[config.mk]
export PLATFORM = sky130hd
export DESIGN_NAME = sdram_powerup_seq
export DESIGN_NICKNAME = d
export VERILOG_FILES = /design/src/rtl/sdram_init_pkg.sv /design/src/rtl/sdram_init_rst_sync.sv /design/src/rtl/sdram_init_timer.sv /design/src/rtl/sdram_init_cmd_enc.sv /design/src/rtl/sdram_powerup_seq.sv
export SDC_FILE = /design/constraint.sdc
export NUM_CORES = 1
export LEC_CHECK = 0
export BUFFER_PORTS_ARGS = -buffer_cell sky130_fd_sc_hd__buf_4
export CORE_MARGIN = 2
export CORE_UTILIZATION = 55
export CTS_BUF_LIST = sky130_fd_sc_hd__clkbuf_16
export CTS_CLUSTER_DIAMETER = 80
export DETAILED_ROUTE_END_ITERATION = 12
export PLACE_DENSITY = 0.87
export SLEW_MARGIN = 20
export SYNTH_ARGS = -nofsm -noshare
export SYNTH_HDL_FRONTEND = slang
export SYNTH_SLANG_ARGS = --single-unit
export TNS_END_PERCENT = 20
[constraint.sdc]
create_clock -name clk -period 1.5 [get_ports clk]
set_input_delay 0.15 -clock clk [delete_from_list [all_inputs] [get_ports clk]]
set_output_delay 0.15 -clock clk [all_outputs]
set_load 0.02 [all_outputs]
[src/rtl/sdram_init_pkg.sv]
package sdram_init_pkg;

  // Command pin encoding {cs_n, ras_n, cas_n, we_n}
  typedef enum logic [3:0] {
    CMD_INHIBIT = 4'b1111,
    CMD_NOP     = 4'b0111,
    CMD_PRE     = 4'b0010,
    CMD_REF     = 4'b0001,
    CMD_LMR     = 4'b0000
  } cmd_t;

  typedef enum logic [3:0] {
    ST_INHIBIT,
    ST_WAIT,
    ST_PRE,
    ST_TRP,
    ST_REF,
    ST_TRFC,
    ST_LMR,
    ST_TMRD,
    ST_DONE
  } state_t;

  // Address bit that selects all banks during precharge
  localparam int AP_BIT = 10;

endpackage

[src/rtl/sdram_init_rst_sync.sv]
module sdram_init_rst_sync (
  input  logic clk,
  input  logic rst_n,
  output logic rst_n_sync
);

  logic [1:0] sync_q;

  always_ff @(posedge clk or negedge rst_n) begin
    if (!rst_n) begin
      sync_q <= 2'b00;
    end else begin
      sync_q <= {sync_q[0], 1'b1};
    end
  end

  assign rst_n_sync = sync_q[1];

endmodule

[src/rtl/sdram_init_timer.sv]
module sdram_init_timer #(
  parameter int CNT_W = 8
) (
  input  logic             clk,
  input  logic             rst_n,
  input  logic             load,
  input  logic [CNT_W-1:0] load_val,
  input  logic             dec,
  output logic             zero
);

  logic [CNT_W-1:0] cnt_q;
  logic [CNT_W-1:0] cnt_d;
  logic             cnt_en;

  always_comb begin
    cnt_en = load | dec;
    cnt_d  = load ? load_val : (cnt_q - CNT_W'(1));
  end

  always_ff @(posedge clk or negedge rst_n) begin
    if (!rst_n) begin
      cnt_q <= '0;
    end else if (cnt_en) begin
      cnt_q <= cnt_d;
    end
  end

  assign zero = (cnt_q == '0);

endmodule

[src/rtl/sdram_init_cmd_enc.sv]
module sdram_init_cmd_enc
  import sdram_init_pkg::*;
#(
  parameter int ADDR_W = 12,
  parameter int BA_W   = 2
) (
  input  state_t            st,
  input  logic [ADDR_W-1:0] mode_word,
  output cmd_t              cmd,
  output logic [ADDR_W-1:0] addr,
  output logic [BA_W-1:0]   ba,
  output logic              done
);

  always_comb begin
    cmd  = CMD_NOP;
    addr = '0;
    ba   = '0;
    done = 1'b0;
    unique case (st)
      ST_INHIBIT: cmd = CMD_INHIBIT;
      ST_PRE: begin
        cmd          = CMD_PRE;
        addr[AP_BIT] = 1'b1;
      end
      ST_REF:  cmd = CMD_REF;
      ST_LMR: begin
        cmd  = CMD_LMR;
        addr = mode_word;
      end
      ST_DONE: done = 1'b1;
      default: cmd = CMD_NOP;
    endcase
  end

endmodule

[src/rtl/sdram_powerup_seq.sv]
module sdram_powerup_seq
  import sdram_init_pkg::*;
#(
  parameter int ADDR_W   = 12,
  parameter int BA_W     = 2,
  parameter int WAIT_CYC = 13300,
  parameter int T_RP     = 3,
  parameter int T_RFC    = 10,
  parameter int T_MRD    = 2,
  parameter int N_REF    = 2
) (
  input  logic              clk,
  input  logic              rst_n,
  input  logic              clk_stable,
  input  logic [ADDR_W-1:0] mode_word,
  output logic              cs_n,
  output logic              ras_n,
  output logic              cas_n,
  output logic              we_n,
  output logic [ADDR_W-1:0] addr,
  output logic [BA_W-1:0]   ba,
  output logic              init_done
);

  localparam int GAP_MAX = (T_RFC > T_RP) ? ((T_RFC > T_MRD) ? T_RFC : T_MRD)
                                          : ((T_RP  > T_MRD) ? T_RP  : T_MRD);
  localparam int CNT_MAX = (WAIT_CYC > GAP_MAX) ? WAIT_CYC : GAP_MAX;
  localparam int CNT_W   = $clog2(CNT_MAX + 1);
  localparam int RC_W    = $clog2(N_REF + 1);

  logic             rst_n_int;
  state_t           state_q, state_d;
  logic             tmr_load, tmr_dec, tmr_zero;
  logic [CNT_W-1:0] tmr_val;
  logic [RC_W-1:0]  ref_cnt_q;
  logic             ref_inc;

  cmd_t              cmd_d, cmd_q;
  logic [ADDR_W-1:0] addr_d;
  logic [BA_W-1:0]   ba_d;
  logic              done_d;

  sdram_init_rst_sync u_rst_sync (
    .clk        (clk),
    .rst_n      (rst_n),
    .rst_n_sync (rst_n_int)
  );

  sdram_init_timer #(.CNT_W(CNT_W)) u_timer (
    .clk      (clk),
    .rst_n    (rst_n_int),
    .load     (tmr_load),
    .load_val (tmr_val),
    .dec      (tmr_dec),
    .zero     (tmr_zero)
  );

  // Next-state logic
  always_comb begin
    state_d  = state_q;
    tmr_load = 1'b0;
    tmr_dec  = 1'b0;
    tmr_val  = '0;
    ref_inc  = 1'b0;
    unique case (state_q)
      ST_INHIBIT: begin
        if (clk_stable) begin
          state_d  = ST_WAIT;
          tmr_load = 1'b1;
          tmr_val  = CNT_W'(WAIT_CYC - 1);
        end
      end
      ST_WAIT: begin
        if (!clk_stable)   state_d = ST_INHIBIT;
        else if (tmr_zero) state_d = ST_PRE;
        else               tmr_dec = 1'b1;
      end
      ST_PRE: begin
        state_d  = ST_TRP;
        tmr_load = 1'b1;
        tmr_val  = CNT_W'(T_RP - 2);
      end
      ST_TRP: begin
        if (tmr_zero) state_d = ST_REF;
        else          tmr_dec = 1'b1;
      end
      ST_REF: begin
        state_d  = ST_TRFC;
        tmr_load = 1'b1;
        tmr_val  = CNT_W'(T_RFC - 2);
        ref_inc  = 1'b1;
      end
      ST_TRFC: begin
        if (tmr_zero) state_d = (ref_cnt_q == RC_W'(N_REF)) ? ST_LMR : ST_REF;
        else          tmr_dec = 1'b1;
      end
      ST_LMR: begin
        state_d  = ST_TMRD;
        tmr_load = 1'b1;
        tmr_val  = CNT_W'(T_MRD - 2);
      end
      ST_TMRD: begin
        if (tmr_zero) state_d = ST_DONE;
        else          tmr_dec = 1'b1;
      end
      default: state_d = ST_DONE;
    endcase
  end

  sdram_init_cmd_enc #(.ADDR_W(ADDR_W), .BA_W(BA_W)) u_enc (
    .st        (state_d),
    .mode_word (mode_word),
    .cmd       (cmd_d),
    .addr      (addr_d),
    .ba        (ba_d),
    .done      (done_d)
  );

  // State and output registers
  always_ff @(posedge clk or negedge rst_n_int) begin
    if (!rst_n_int) begin
      state_q   <= ST_INHIBIT;
      ref_cnt_q <= '0;
      cmd_q     <= CMD_INHIBIT;
      addr      <= '0;
      ba        <= '0;
      init_done <= 1'b0;
    end else begin
      state_q   <= state_d;
      cmd_q     <= cmd_d;
      addr      <= addr_d;
      ba        <= ba_d;
      init_done <= done_d;
      if (ref_inc) begin
        ref_cnt_q <= ref_cnt_q + RC_W'(1);
      end
    end
  end

  assign {cs_n, ras_n, cas_n, we_n} = cmd_q;

endmodule

==> qor.csv, run 1 <==
metric,value,unit
status,"complete, but fails checks",
violations,negative setup slack,
wirelength,8610,um
max_freq,0.511,GHz
synth.top_cells.by_area,"dfrtp_1 (46%), dfstp_2 (5.5%), and2_1 (3.6%), o211ai_1 (3.1%), nor3_1 (2.6%)",
dieArea,0.00395,sq mm
cts.sinks,39,
grt_pass1_wl,11400,um
yosysWarnings,0,
fp-row-count,21,
routabilityCongestion,0.916,
clk_pin_slew,0.05,ns
post-route-period-util,131,%
min-delay-start,mode_word[9],
layout-area-overhead-vs-synth,60.0,%
drc_errors,0,
vias_per_cell,6.97,
synth_top_cell_by_area,dfrtp_1,
cp-startpoint,u_timer.cnt_q[0],
overflow,0,
cts_root_buf,clkbuf_16,
synth_cell_types,48,
track_usage,38.9,%
fillCellCount,113,
fin_ws,-0.458,ns
stdcell_area,0.00305,sq mm
hold_violations,0,
antenna_found_initial,0,
hp-class,primary input to register,
dpl.hpwl,3950,um
finClkSkew,0.00426,ns
rsz0062_at_grt,true,
slew_violations,0,
required,1.72,ns
numCtsBuffers,5,
firstDrtPassIters,6,
place_area,0.00250,sq mm
critPathMaxFanout,5,
syn_inst,179,
power_density,821,mW/mm^2
fp.dieH,62.9,um
final_common_cell,buf_4,
critPathKind,register to register,
vias,2190,
avgRoutedWirePerCell,27.4,um
regToRegStartpoint,u_timer.cnt_q[0],
period_needed,1.96,ns
cap_viol_max_count,0,
cp.arrival,2.18,ns
core-area,0.00334,sq mm
cp-start-kind,register,
drtIter0Drc,321,
end_kind,register,
ant_nets,0,
peakVddDrop,1.01,mV
port_buffers,31,
final_cell_mix,"buf_4 (81), dfrtp_1 (34), and2_1 (10), buf_6 (10), o211ai_1 (8)",
ys_seq_elements,39,
start_util,57.1,%
grt_max_degree,38,
clkLatencyLatePin,0.29,ns
drive_above_1_share,53.4,%
yosysTopAreaCellShare,45.9,%
ys_seq_area_share,51.4,%
grt_pass1_vias,2106,
cts.htree.levels,2,
p_leak,0.00142,uW
die_w,62.9,um
post-place-ws,-0.277,ns
syn_area_per_cell,10.7,sq um
io_pins,34,
cts_tree,yes,
diodes,0,
clockBufferDepth,2,
netlist_area,0.00191,sq mm
finalSetupViolCount,34,
layout.nets,284,
[cell type report]
type | instances | area [sq um] | share of cell area, %
clock buffers | 5 | 125 | 4.10
multi-input cells | 123 | 1060 | 34.9
clock inverters | 3 | 63.8 | 2.09
repair buffers | 92 | 731 | 24.0
flip-flops and latches | 39 | 982 | 32.2
inverters | 6 | 27.5 | 0.902
well taps | 46 | 57.6 | 1.89
[worst max-delay path, stage by stage, from the launching register on]
cell and delay [ns]:
dfrtp_1 0.42, inv_2 0.10, ha_4 0.14, nor3b_4 0.23, buf_6 0.16, nand4_1 0.20, buf_4 0.22, nor2_4 0.10
buf_4 0.15, and2_1 0.16
[logic make-up after synthesis]
| group | synth area share, % |
|---|---|
| AO/OA/AOI/OAI | 15.2 |
| XOR/XNOR | 0.919 |
| adder cells (fa/ha/maj) | 1.31 |
| buffers and inverters | 4.07 |
| flip-flops | 51.4 |
| multiplexers | 2.89 |
| other | 0.394 |
| AND/OR/NAND/NOR | 23.8 |
[Yosys cell counts (all sizes together)]
library cell	n
a221oi	1
mux2	1
o21bai	2
a311oi	1
or3	5
a31oi	3
a22o	5
mux2i	4
o31ai	3
a211oi	1
o2bb2ai	4
buf	4
a21oi	6
dfrtp	35
inv	6
or3b	1
ha	2
nor4	4
xnor2	2
o21ai	3
or2	1
conb	2
nand3	2
and2	11
nand2	8
nand4b	2
and3	1
or4	4
nor3b	4
nand2b	2
nand4	5
nor3	11
a21boi	1
dfstp	4
clkbuf	8
nor2	10
o41ai	2
o211ai	8
[power breakdown]
group          total, uW  switching [uW]  internal [uW]
Clock               1370             426            947
Combinational       75.0            43.9           31.1
Sequential          1060           0.965           1060
[worst paths after layout]
kind | to | slack [ns] | cells after the start
setup / recovery | addr[0] | -0.46 | 9
hold / removal | addr[9] | 0.07 | 2
setup reg to reg | addr[0] | -0.46 | 9
hold reg to reg | ref_cnt_q[1] | 0.31 | 1
max in group asynchronous | state_q[2] | 0.83 | 1
min in group asynchronous | u_rst_sync.sync_q[0] | 0.19 | 2
[per-layer routing]
| layer | up-vias | track usage (%) | share of wire, % |
|---|---|---|---|
| met1 | 1018 | 44.7 | 32 |
| li1 | 837 | - | - |
| met4 | 0 | 23.9 | 9.2 |
| met5 | - | 0 | 0 |
| met2 | 246 | 65.0 | 46 |
| met3 | 89 | 9.55 | 13 |
[flip-flops by register name (all words and copies together) (netlist names)]
register / count
addr: 12
init_done: 1
u_timer.cnt_q: 14
ref_cnt_q: 2
u_rst_sync.sync_q: 2
state_q: 4
cmd_q: 4
[repair_timing]
item	4_1_cts	5_1_grt
hold buffers	1	0
setup buffers	9	6
gates resized for setup	27	24
setup endpoints to repair	34	36
cloned	0	1
pin swaps	15	10
hold endpoints to repair	2	0
[per-stage QoR]
stage          setup TNS [ns]  total power, uW  util (%)  hold slack (ns)  cells
2_1_floorplan           -2.56             1100         -           -0.146    180
3_3_place_gp            -2.71             1140      75.1          -0.0680    290
3_5_place_dp            -5.44             1140      75.1          -0.0660    290
4_1_cts                 -3.34             2480      86.7           0.0455    308
5_1_grt                -10.84             2540      91.4           0.0698    314
6_report               -10.58             2500      91.4           0.0749    314
(Power assumes the default switching activity.)
==> run 2, diff against run 1 <==
Settings changed: BUFFER_PORTS_ARGS -buffer_cell sky130_fd_sc_hd__buf_4 to -buffer_cell sky130_fd_sc_hd__buf_2.
==> run 2 against run 1 <==
The flow still finishes with violations (negative setup slack); critical path type unchanged; global-route usage down 8.4 points; combinational power down 21%; worst setup slack better by 0.052 ns; clock-buffer cell count unchanged; critical endpoint is now state_q[1]; largest power group unchanged.
==> qor.csv, run 2 (same netlist as run 1, synthesis figures left out) <==
metric,value,unit
required,1.69,ns
regToRegStartpoint,u_timer.cnt_q[0],
track_usage,30.5,%
cts_root_buf,clkbuf_16,
topRoutingLayerUsed,met4,
finalCoreUtilization,85.4,%
port_buffers,31,
worstMarginPinSlew,0.553,ns
vias_per_cell,6.32,
largest_register_ffs,14,
ff2ff_setup_slack,-0.41,ns
io_pins,34,
worstHoldPathCells,2,
slew_violations,0,
finClkSkew,0.00398,ns
seqCellArea,982,sq um
path_buf_inv,2,
finalSetupViolCount,36,
wl_met1,2380,um
core-area,0.00334,sq mm
layout-area-overhead-vs-synth,49.4,%
min-delay-start,mode_word[5],
drive_above_1_share,50.4,%
layout.nets,282,
dieArea,0.00395,sq mm
fin_ws,-0.407,ns
r2r_cells,7,
final_common_cell,buf_4,
peakVddDrop,0.866,mV
r2r_end,state_q[1],
cp.arrival,2.10,ns
whs,0.0769,ns
drc_errors,0,
crit_family,simple AND/OR/NAND/NOR gates,
critPathKind,register to register,
antenna_found_initial,0,
period_needed,1.91,ns
diodes,0,
clk_pin_slew,0.06,ns
vias,1972,
cts.sinks,39,
power_density,818,mW/mm^2
drtIter0Drc,161,
relSlewSlack,63.1,%
firstDrtPassIters,5,
cts.htree.levels,2,
grt_max_degree,38,
grt_pass1_vias,1822,
fp.dieH,62.9,um
critPathMaxFanout,6,
hold_violations,0,
overflow,0,
rsz0062_at_grt,true,
cts_tree,yes,
crit_chain,inv_2 > ha_4 > nor3b_4 > buf_4 > nand4_4 > or3_1 > a21oi_1,
final_cell_mix,"buf_4 (52), dfrtp_1 (34), buf_2 (31), and2_1 (11)",
die_w,62.9,um
dpl.hpwl,3570,um
wirelength,6760,um
met3_length,602,um
post-route-period-util,127,%
p_leak,0.00135,uW
violations,negative setup slack,
numCtsBuffers,5,
fp-row-count,21,
fillCellCount,143,
clkLatencyLatePin,0.28,ns
hp-class,primary input to register,
slowest_delay,0.40,ns
avgRoutedWirePerCell,21.7,um
place_area,0.00244,sq mm
ant_nets,0,
largestRegisters,"u_timer.cnt_q (14), addr (12)",
max_freq,0.524,GHz
cap_viol_max_count,0,
multiInputGateArea,990,sq um
routabilityCongestion,0.881,
clockBufferDepth,2,
status,"complete, but fails checks",
end_kind,register,
dr_wl_met2,3410,um
max_flop_register,u_timer.cnt_q,
crit_slowest_cell,dfrtp_1,
stdcell_area,0.00285,sq mm
worstHoldEndpoint,addr[5],
start_util,57.1,%
grt_pass1_wl,9110,um
cp-start-kind,register,
[run 2: repair_timing]
| action | in CTS | in global routing |
|---|---|---|
| endpoints found under the hold margin | 2 | 0 |
| endpoints found under the setup margin | 35 | 34 |
| gates cloned | 0 | 0 |
| hold buffers | 1 | 0 |
| setup buffers | 3 | 8 |
| resized for setup | 12 | 20 |
| pin swaps | 11 | 9 |
[run 2: stage by stage]
step	power (uW)	TNS (ns)	cells	worst slack (ns)
floorplan	1100	-2.56	180	-0.184
global placement	1130	-2.76	292	-0.163
detailed placement	1130	-4.92	292	-0.227
CTS	2330	-4.11	304	-0.206
global route	2400	-9.22	312	-0.425
finish	2330	-8.06	312	-0.407
[run 2: power by group]
group          switching, uW  internal (uW)
clock                    430            784
combinational           39.2           20.2
sequential             0.754           1060
[run 2: worst max path at each step]
stage	end	depth (start not counted)	slack, ns	from
finish	state_q[1]	7	-0.41	u_timer.cnt_q[0]
global route	state_q[1]	7	-0.43	u_timer.cnt_q[1]
CTS	u_timer.cnt_q[1]	7	-0.21	u_timer.cnt_q[0]
detailed placement	u_timer.cnt_q[12]	6	-0.23	u_timer.cnt_q[0]
global placement	u_timer.cnt_q[11]	5	-0.16	u_timer.cnt_q[1]
floorplan	u_timer.cnt_q[1]	7	-0.18	u_timer.cnt_q[0]
[run 2: layout make-up]
cell class,count,share of cell area (%)
Sequential cell,39,34.5
Timing Repair Buffer,90,21.9
Clock buffer,5,4.39
Inverter,6,0.966
Clock inverter,3,1.54
Multi-Input combinational cell,123,34.7
Tap cell,46,2.02
[run 2: layer usage]
metal / vias up / track usage [%]
met2: 152 / 50.4
met1: 947 / 37.1
met5: - / 0
li1: 825 / -
met3: 48 / 4.68
met4: 0 / 19.7
